**src/rtl/ser_fifo_pkg.sv**
```systemverilog
package ser_fifo_pkg;

  // Per-cycle decision made by the request arbiter
  typedef struct packed {
    logic wr_go;   // a word is written this cycle
    logic rd_go;   // a word is removed this cycle
    logic bad;     // a request was dropped for lack of room or data
    logic wipe;    // contents are cleared this cycle
  } req_dec_t;

endpackage

```
**src/rtl/ser_fifo_arb.sv**
```systemverilog
module ser_fifo_arb
  import ser_fifo_pkg::*;
(
  input  logic     fifo_en,
  input  logic     soft_clr,
  input  logic     push,
  input  logic     pop,
  input  logic     is_full,
  input  logic     is_empty,
  output req_dec_t dec
);

  logic rd_ok;
  logic wr_ok;

  always_comb begin
    rd_ok     = fifo_en && pop && !is_empty;
    wr_ok     = fifo_en && push && (!is_full || rd_ok);
    dec.wipe  = soft_clr;
    dec.rd_go = rd_ok && !soft_clr;
    dec.wr_go = wr_ok && !soft_clr;
    dec.bad   = !soft_clr && fifo_en &&
                ((push && !wr_ok) || (pop && !rd_ok));
  end

endmodule

```
**src/rtl/ser_fifo_ptrs.sv**
```systemverilog
module ser_fifo_ptrs #(
  parameter int DEPTH = 8,
  localparam int PTR_W = $clog2(DEPTH),
  localparam int CNT_W = $clog2(DEPTH + 1)
) (
  input  logic             clk,
  input  logic             rst_n,
  input  logic             wr_go,
  input  logic             rd_go,
  input  logic             wipe,
  output logic [PTR_W-1:0] wr_idx,
  output logic [PTR_W-1:0] rd_idx,
  output logic [CNT_W-1:0] held
);

  localparam logic [PTR_W-1:0] LAST_IDX = PTR_W'(DEPTH - 1);

  logic [PTR_W-1:0] wr_idx_nxt;
  logic [PTR_W-1:0] rd_idx_nxt;
  logic [CNT_W-1:0] held_nxt;
  logic             upd;

  function automatic logic [PTR_W-1:0] bump(input logic [PTR_W-1:0] p);
    return (p == LAST_IDX) ? '0 : p + 1'b1;
  endfunction

  always_comb begin
    wr_idx_nxt = wr_idx;
    rd_idx_nxt = rd_idx;
    held_nxt   = held;
    upd        = wipe || wr_go || rd_go;
    if (wipe) begin
      wr_idx_nxt = '0;
      rd_idx_nxt = '0;
      held_nxt   = '0;
    end else begin
      if (wr_go) wr_idx_nxt = bump(wr_idx);
      if (rd_go) rd_idx_nxt = bump(rd_idx);
      if (wr_go && !rd_go) held_nxt = held + 1'b1;
      else if (rd_go && !wr_go) held_nxt = held - 1'b1;
    end
  end

  always_ff @(posedge clk or negedge rst_n) begin
    if (!rst_n) begin
      wr_idx <= '0;
      rd_idx <= '0;
      held   <= '0;
    end else if (upd) begin
      wr_idx <= wr_idx_nxt;
      rd_idx <= rd_idx_nxt;
      held   <= held_nxt;
    end
  end

endmodule

```
**src/rtl/ser_fifo_store.sv**
```systemverilog
module ser_fifo_store #(
  parameter int DEPTH  = 8,
  parameter int WORD_W = 9,
  localparam int PTR_W = $clog2(DEPTH)
) (
  input  logic              clk,
  input  logic              wr_go,
  input  logic [PTR_W-1:0]  wr_idx,
  input  logic [WORD_W-1:0] wr_word,
  input  logic [PTR_W-1:0]  rd_idx,
  output logic [WORD_W-1:0] rd_word
);

  logic [WORD_W-1:0] slot [DEPTH];

  for (genvar g = 0; g < DEPTH; g++) begin : g_slot
    logic slot_we;
    assign slot_we = wr_go && (wr_idx == PTR_W'(g));
    always_ff @(posedge clk) begin
      if (slot_we) slot[g] <= wr_word;
    end
  end

  assign rd_word = slot[rd_idx];

endmodule

```
**src/rtl/ser_fifo_stat.sv**
```systemverilog
module ser_fifo_stat #(
  parameter int DEPTH = 8,
  localparam int LVL_W = $clog2(DEPTH),
  localparam int CNT_W = $clog2(DEPTH + 1)
) (
  input  logic             clk,
  input  logic             rst_n,
  input  logic [CNT_W-1:0] held,
  input  logic             bad,
  input  logic             wipe,
  output logic [LVL_W-1:0] level,
  output logic             half_full,
  output logic             full,
  output logic             data_avail,
  output logic             err,
  output logic             busy_err
);

  localparam logic [CNT_W-1:0] FULL_CNT = CNT_W'(DEPTH);
  localparam logic [CNT_W-1:0] HALF_CNT = CNT_W'(DEPTH / 2);

  logic err_nxt;
  logic busy_nxt;

  // narrow field wraps to zero at a full queue
  assign level      = held[LVL_W-1:0];
  assign full       = (held == FULL_CNT);
  assign half_full  = (held >= HALF_CNT);
  assign data_avail = (held != '0);

  always_comb begin
    err_nxt  = bad;
    busy_nxt = wipe && (held != '0);
  end

  always_ff @(posedge clk or negedge rst_n) begin
    if (!rst_n) begin
      err      <= 1'b0;
      busy_err <= 1'b0;
    end else begin
      err      <= err_nxt;
      busy_err <= busy_nxt;
    end
  end

endmodule

```
**src/rtl/ser_fifo.sv**
```systemverilog
module ser_fifo
  import ser_fifo_pkg::*;
#(
  parameter int DEPTH  = 8,
  parameter int WORD_W = 9,
  localparam int LVL_W = $clog2(DEPTH),
  localparam int PTR_W = $clog2(DEPTH),
  localparam int CNT_W = $clog2(DEPTH + 1)
) (
  input  logic              clk,
  input  logic              rst_n,
  input  logic              fifo_en,
  input  logic              soft_clr,
  input  logic              push,
  input  logic [WORD_W-1:0] push_data,
  input  logic              pop,
  output logic [WORD_W-1:0] pop_data,
  output logic [LVL_W-1:0]  level,
  output logic              half_full,
  output logic              full,
  output logic              data_avail,
  output logic              err,
  output logic              busy_err
);

  req_dec_t         dec;
  logic [PTR_W-1:0] wr_idx;
  logic [PTR_W-1:0] rd_idx;
  logic [CNT_W-1:0] held;

  ser_fifo_arb u_arb (
    .fifo_en  (fifo_en),
    .soft_clr (soft_clr),
    .push     (push),
    .pop      (pop),
    .is_full  (full),
    .is_empty (!data_avail),
    .dec      (dec)
  );

  ser_fifo_ptrs #(.DEPTH(DEPTH)) u_ptrs (
    .clk    (clk),
    .rst_n  (rst_n),
    .wr_go  (dec.wr_go),
    .rd_go  (dec.rd_go),
    .wipe   (dec.wipe),
    .wr_idx (wr_idx),
    .rd_idx (rd_idx),
    .held   (held)
  );

  ser_fifo_store #(.DEPTH(DEPTH), .WORD_W(WORD_W)) u_store (
    .clk     (clk),
    .wr_go   (dec.wr_go),
    .wr_idx  (wr_idx),
    .wr_word (push_data),
    .rd_idx  (rd_idx),
    .rd_word (pop_data)
  );

  ser_fifo_stat #(.DEPTH(DEPTH)) u_stat (
    .clk        (clk),
    .rst_n      (rst_n),
    .held       (held),
    .bad        (dec.bad),
    .wipe       (dec.wipe),
    .level      (level),
    .half_full  (half_full),
    .full       (full),
    .data_avail (data_avail),
    .err        (err),
    .busy_err   (busy_err)
  );

endmodule

```
**config.mk**
```make
export PLATFORM = sky130hd
export DESIGN_NAME = ser_fifo
export DESIGN_NICKNAME = d
export VERILOG_FILES = /design/src/rtl/ser_fifo_pkg.sv /design/src/rtl/ser_fifo_arb.sv /design/src/rtl/ser_fifo_ptrs.sv /design/src/rtl/ser_fifo_store.sv /design/src/rtl/ser_fifo_stat.sv /design/src/rtl/ser_fifo.sv
export SDC_FILE = /design/constraint.sdc
export NUM_CORES = 1
export LEC_CHECK = 0
export ABC_CLOCK_PERIOD_IN_PS = 7700
export BUFFER_PORTS_ARGS = -buffer_cell sky130_fd_sc_hd__buf_4
export CORE_MARGIN = 2
export CORE_UTILIZATION = 40
export DETAILED_ROUTE_END_ITERATION = 12
export SLEW_MARGIN = 20
export SYNTH_ARGS = -nofsm -noshare
export SYNTH_HDL_FRONTEND = slang
export SYNTH_HIERARCHICAL = 1
export SYNTH_SLANG_ARGS = --single-unit
export TNS_END_PERCENT = 50
```
**constraint.sdc**
```tcl
create_clock -name clk -period 7.7 [get_ports clk]
set_input_delay 0.385 -clock clk [delete_from_list [all_inputs] [get_ports clk]]
set_output_delay 0.385 -clock clk [all_outputs]
set_load 0.05 [all_outputs]
```
==> results.tsv, run 1 <==
metric	value	unit
family with the most delay on the worst path	compound AO/OA/AOI/OAI gates	
hold buffer count at CTS	1	
first-pass GRT wire length	9.798	mm
detailed-route via count	1799	
worst clock skew	0.008623	ns
dpl cells	323	
Synth Area in Adders	2.065	%
pin slew with the least headroom to its limit	1.073	ns
final setup fails	0	
Syn Area/Cell	18.74	um2
VDD IR max	0.1083	mV
Synth Area in Compound Gates	2.823	%
CP Class	flop to flop	
net count after synthesis	215	
num ports	32	
Clock Sink Count	84	
pin count of the biggest net entering global routing	22	
Final HPWL DP	3.997	mm
Worst Setup End Kind	flop	
YS warnings	6	
Vias/cell	5.291	
WL met2	3.002	mm
Post-Synthesis Cells	194	
Final period util	42.24	%
post-CTS setup buffer count	0	
synthesis-stage register bit count	84	
worst path cell trace	or4_1 -> inv_1 -> nand2b_2 -> a211oi_2 -> and2b_4 -> inv_1 -> ha_1 -> a31o_2 -> a32oi_1 -> mux2_1	
main combinational cell family by area after synthesis	multiplexers	
share of layout cells above drive strength 1	28.02	%
post-synthesis sequential area ratio	67.75	%
CP peak stage delay	0.76	ns
Reg clk slew, reported paths	0.09	ns
relative slew slack	28.17	%
# fillers	757	
Setup Total Neg Slack	0	ns
Final Net Count	248	
row cnt	34	
Final Hold Viols	0	
WL met1	2.902	mm
ys flop type	edfxtp_1	
DIE WIDTH	99.33	um
I/O Buffers	31	
WL/cell	18.29	um
vias in the first global route	1812	
Final GP Congestion	0.6957	
H-Tree Level Count	3	
crit path buf inv count	2	
Post-DRT Antenna Nets	0	
CP arrival	3.49	ns
die height	99.33	um
RSZ-0062 raised after global routing	false	
initial antenna violation count	0	
most frequent CP cell	inv_1	
final core utilization	47.14	%
gr usage total	13.42	%
metal3 WL	263	um
CP max FO	11	
Worst EP required	7.93	ns
Core Region	8763	um2
Non-Filler Instances	340	
Post-synth EDFFs	72	
Final min period	3.252	ns
Worst Setup Start Kind	flop	
Fmax	307.5	MHz
synthesized cell area	3635	um2
pwr dens	219.1	nW/um2
post-CTS sizing	0	
Top Metal Used	met4	
Initial Utilization	41.48	%
Inserted Clock Buffers	9	
TritonRoute pass-1 iters	4	
Post-Synth Simple-Gate Area	5.852	%
Synth cell types	40	
clk root buf	clkbuf_8	
Place WS	4.460	ns
drt drc	0	
aggregate routed wire length	6.217	mm
status	finished clean	
CTS max path bufs	2	
fraction of registers with async set/reset	14.29	%
area delta synth->final	13.67	%
number of DRC markers in iteration 0	108	
worst setup margin	4.448	ns
Max Cap Viol	0	
die area	9865	um2
CTS tree	yes	
clock latency on the worst-skew pair	0.35	ns
grt ovf	0	
cell at the slowest stage of the critical path	a211oi_2	
multiplexer share of the synthesized area	17.76	%
Antenna Cells	0	
Slew Viols, Final	0	
worst hold path class	primary input to flop	
Pleak	0.001447	uW
XOR/XNOR share of the synthesized area	0.6885	%
## cell usage after synthesis, types with 2 or more instances
library cell	n	share of area [%]
nand2_1	3	0.31
nand2b_1	5	0.86
nor3_1	4	0.55
edfxtp_1	72	59
a21oi_1	2	0.28
buf_6	3	0.93
mux2_2	9	2.8
clkbuf_1	2	0.21
buf_4	4	0.83
mux2i_1	6	1.7
nor2_1	18	1.9
mux4_1	18	13
o21ai_0	2	0.28
dfrtp_1	12	8.3
inv_1	3	0.31
nand3b_1	2	0.41
ha_1	6	2.1
## worst paths after layout
kind,from,end,slack (ns),cells past startpoint
min,push_data[0],u_store/slot[3][0],0.27,1
min in group asynchronous,rst_n,u_ptrs/rd_idx[0],0.40,2
min reg2reg,u_ptrs/wr_idx[1],u_ptrs/wr_idx[1],0.60,2
max,u_ptrs/held[1],u_ptrs/held[3],4.45,10
max in group asynchronous,rst_n,u_ptrs/wr_idx[0],7.14,2
max reg2reg,u_ptrs/held[1],u_ptrs/held[3],4.45,10
## report_power, final
group	internal, uW	switching (uW)
clock	155	161
sequential	499	7.61
combinational	32.5	50.6
total	686	219
## routing by layer
metal | vias up | track usage (%)
met1 | 914 | 18.74
met2 | 38 | 20.84
met3 | 5 | 2.670
met4 | 0 | 5.374
met5 | - | 0
li1 | 842 | -
## cell families after synthesis
logic type / count (synthesis)
and+or+nand+nor: 41
muxes: 34
DFF: 84
adders and majority gates: 6
AOI/OAI and AO/OA: 12
xor gates and xnor gates: 2
buffers and inverters: 15
## metrics by stage
stage	hold slack (ns)	power, uW	area [um2]
floorplan	0.08941	575.6	3635
global placement	0.2371	599.3	3918
detailed placement	0.2378	600.7	3918
CTS	0.2525	914.0	4129
global route	0.2574	942.0	4131
finish	0.2650	905.1	4131
## cell usage in the layout (no fill, tap or decap), types with 2 or more instances in the layout
cell type / instances
edfxtp_1: 72
nor3_1: 4
ha_1: 6
inv_1: 3
mux4_1: 18
clkbuf_8: 9
nand2b_1: 5
buf_4: 33
mux2_2: 9
nor2_1: 17
a21oi_1: 2
nor2_2: 2
nand2_1: 3
mux2i_1: 6
o21ai_0: 2
inv_6: 5
nand3b_1: 2
dfrtp_1: 12
## cell type report
| cell class | count | area [um2] | area share, % |
|---|---|---|---|
| multi-input combinational | 95 | 1064 | 25.74 |
| inverter | 3 | 11.26 | 0.2726 |
| sequential | 84 | 2462 | 59.60 |
| tap | 108 | 135.1 | 3.271 |
| clock inverter | 7 | 77.57 | 1.878 |
| clock buffer | 9 | 123.9 | 2.998 |
| timing repair buffer | 34 | 257.7 | 6.239 |
## state kept, by name, summed over array words and instances, names as in the netlist
signal,flops
u_stat/err,1
u_ptrs/held,4
u_store/slot,72
u_stat/busy_err,1
u_ptrs/rd_idx,3
u_ptrs/wr_idx,3
(Power assumes the default switching activity.)
==> run 2, diff against run 1 <==
--- a/config.mk
+++ b/config.mk
@@ -5,7 +5,7 @@
 export SDC_FILE = /design/constraint.sdc
 export NUM_CORES = 1
 export LEC_CHECK = 0
-export ABC_CLOCK_PERIOD_IN_PS = 7700
+export ABC_CLOCK_PERIOD_IN_PS = 2800
 export BUFFER_PORTS_ARGS = -buffer_cell sky130_fd_sc_hd__buf_4
 export CORE_MARGIN = 2
 export CORE_UTILIZATION = 40
==> constraint.sdc (replaced) <==
create_clock -name clk -period 2.8 [get_ports clk]
set_input_delay 0.14 -clock clk [delete_from_list [all_inputs] [get_ports clk]]
set_output_delay 0.14 -clock clk [all_outputs]
set_load 0.05 [all_outputs]
==> results.tsv, run 2 (synthesized netlist as in run 1, its figures left out) <==
metric	value	unit
status	finished clean	
Worst Setup Start Kind	flop	
share of layout cells above drive strength 1	33.33	%
worst clock skew	0.009929	ns
pwr dens	611.1	nW/um2
Post-DRT Antenna Nets	0	
Final GP Congestion	0.8321	
Setup Total Neg Slack	0	ns
relative slew slack	28.60	%
final setup fails	0	
Worst Setup End Kind	flop	
aggregate routed wire length	6.535	mm
TritonRoute pass-1 iters	4	
CTS max path bufs	2	
Final Net Count	256	
Final Hold Viols	0	
Fmax	383.9	MHz
Pleak	0.001507	uW
most frequent cells in the layout	edfxtp_1 (72), buf_4 (41), nor2_1 (18), mux4_1 (18), dfrtp_1 (10)	
grt ovf	0	
clock latency on the worst-skew pair	0.36	ns
Final period util	93.04	%
largest registers	u_store/slot x72, u_ptrs/held x4	
die area	9865	um2
detailed-route via count	1835	
area delta synth->final	17.35	%
H-Tree Level Count	3	
Initial Utilization	41.48	%
gr usage total	14.45	%
Reg clk slew, reported paths	0.09	ns
commonest non-fill, non-tap cell in the layout	edfxtp_1	
Clock Sink Count	84	
DIE WIDTH	99.33	um
CP arrival	2.85	ns
row cnt	34	
worst path cell trace	or4_4 -> inv_2 -> nand2b_4 -> nor2_1 -> and2b_4 -> inv_2 -> ha_4 -> a31o_4 -> a32oi_1 -> mux2_1	
Reg with most FFs	u_store/slot	
Inserted Clock Buffers	9	
clk root buf	clkbuf_8	
Worst EP required	3.05	ns
dpl cells	331	
die height	99.33	um
Final min period	2.605	ns
vias in the first global route	1909	
Slew Viols, Final	0	
worst hold path class	primary input to flop	
I/O Buffers	31	
CP Class	flop to flop	
drt drc	0	
CP peak stage delay	0.54	ns
cell at the slowest stage of the critical path	or4_4	
num ports	32	
post-CTS sizing	0	
Reg2Reg Setup Slack	0.19	ns
CP max FO	5	
CTS tree	yes	
Max Cap Viol	0	
Core Region	8763	um2
RSZ-0062 raised after global routing	false	
pin slew with the least headroom to its limit	1.067	ns
number of DRC markers in iteration 0	62	
WL/cell	18.78	um
most frequent CP cell	inv_2	
Antenna Cells	0	
initial antenna violation count	0	
pin count of the biggest net entering global routing	22	
Largest register FFs	72	
VDD IR max	0.2937	mV
Final HPWL DP	4.229	mm
Vias/cell	5.273	
Non-Filler Instances	348	
first-pass GRT wire length	10.44	mm
-- run 2: cell types whose count changed in the layout (fill, tap and decap cells not counted), sizes merged --
cell / change
buf: +8
inv: -3
bufinv: +1
clkinv: +1
clkinvlp: +1
-- run 2: per-layer routing --
metal  global-route usage (%)  part of all wire, %  up-vias  wire, um
met5                        0                    0        -         0
met4                    5.901                  1.9        0       121
li1                         -                    -      855         -
met3                    3.514                  3.5       13       230
met1                    19.00                   46      926      3009
met2                    23.23                   49       41      3173
-- run 2: power breakdown --
group	internal, uW	total, uW	switching, uW
Clock	508	954	446
Combinational	109	272	163
Sequential	1370	1380	8.12
Total	1990	2610	617
-- run 2: what timing repair did --
action,4_1_cts,5_1_grt
endpoints found under the hold margin,12,0
buffers inserted,0,0
hold buffers,1,0
-- run 2: stage by stage --
step | instance area, um2 | utilization, % | setup WS, ns | total power (uW) | hold WS (ns)
CTS | 4265 | 48.67 | 0.1843 | 2631 | 0.0005747
global placement | 4033 | 46.02 | 0.2173 | 1681 | -0.01067
global route | 4265 | 48.67 | 0.08113 | 2706 | 0.002927
floorplan | 3690 | - | -0.03076 | 1601 | -0.1556
detailed placement | 4033 | 46.02 | 0.1966 | 1682 | -0.007052
finish | 4265 | 48.67 | 0.1949 | 2607 | 0.009926
-- run 2: final timing paths --
| path | from | end | cells past startpoint |
|---|---|---|---|
| worst max-delay path | u_ptrs/held[2] | u_ptrs/held[3] | 10 |
| worst min register to register | u_ptrs/wr_idx[1] | u_ptrs/wr_idx[1] | 2 |
| worst max register to register | u_ptrs/held[2] | u_ptrs/held[3] | 10 |
| max in group asynchronous | rst_n | u_ptrs/held[1] | 2 |
| worst min-delay path | push_data[7] | u_store/slot[7][7] | 1 |
| min in group asynchronous | rst_n | u_stat/busy_err | 2 |
-- run 2: worst max-delay path: cells and delay by family (launching register included) --
family / cells / cell delay, ns
AO/OA/AOI/OAI: 2 / 0.39
adder cells (fa/ha/maj): 1 / 0.25
buffers and inverters: 2 / 0.12
flip-flops: 1 / 0.41
multiplexers: 1 / 0.33
AND/OR/NAND/NOR: 4 / 0.99
-- run 2: final cells by class --
class,instances,area (um2)
Fill cell,726,4498
Sequential cell,84,2465
Multi-Input combinational cell,95,1114
Timing Repair Buffer,42,317.8
Tap cell,108,135.1
Clock buffer,9,123.9
Clock inverter,7,98.84
Inverter,3,11.26
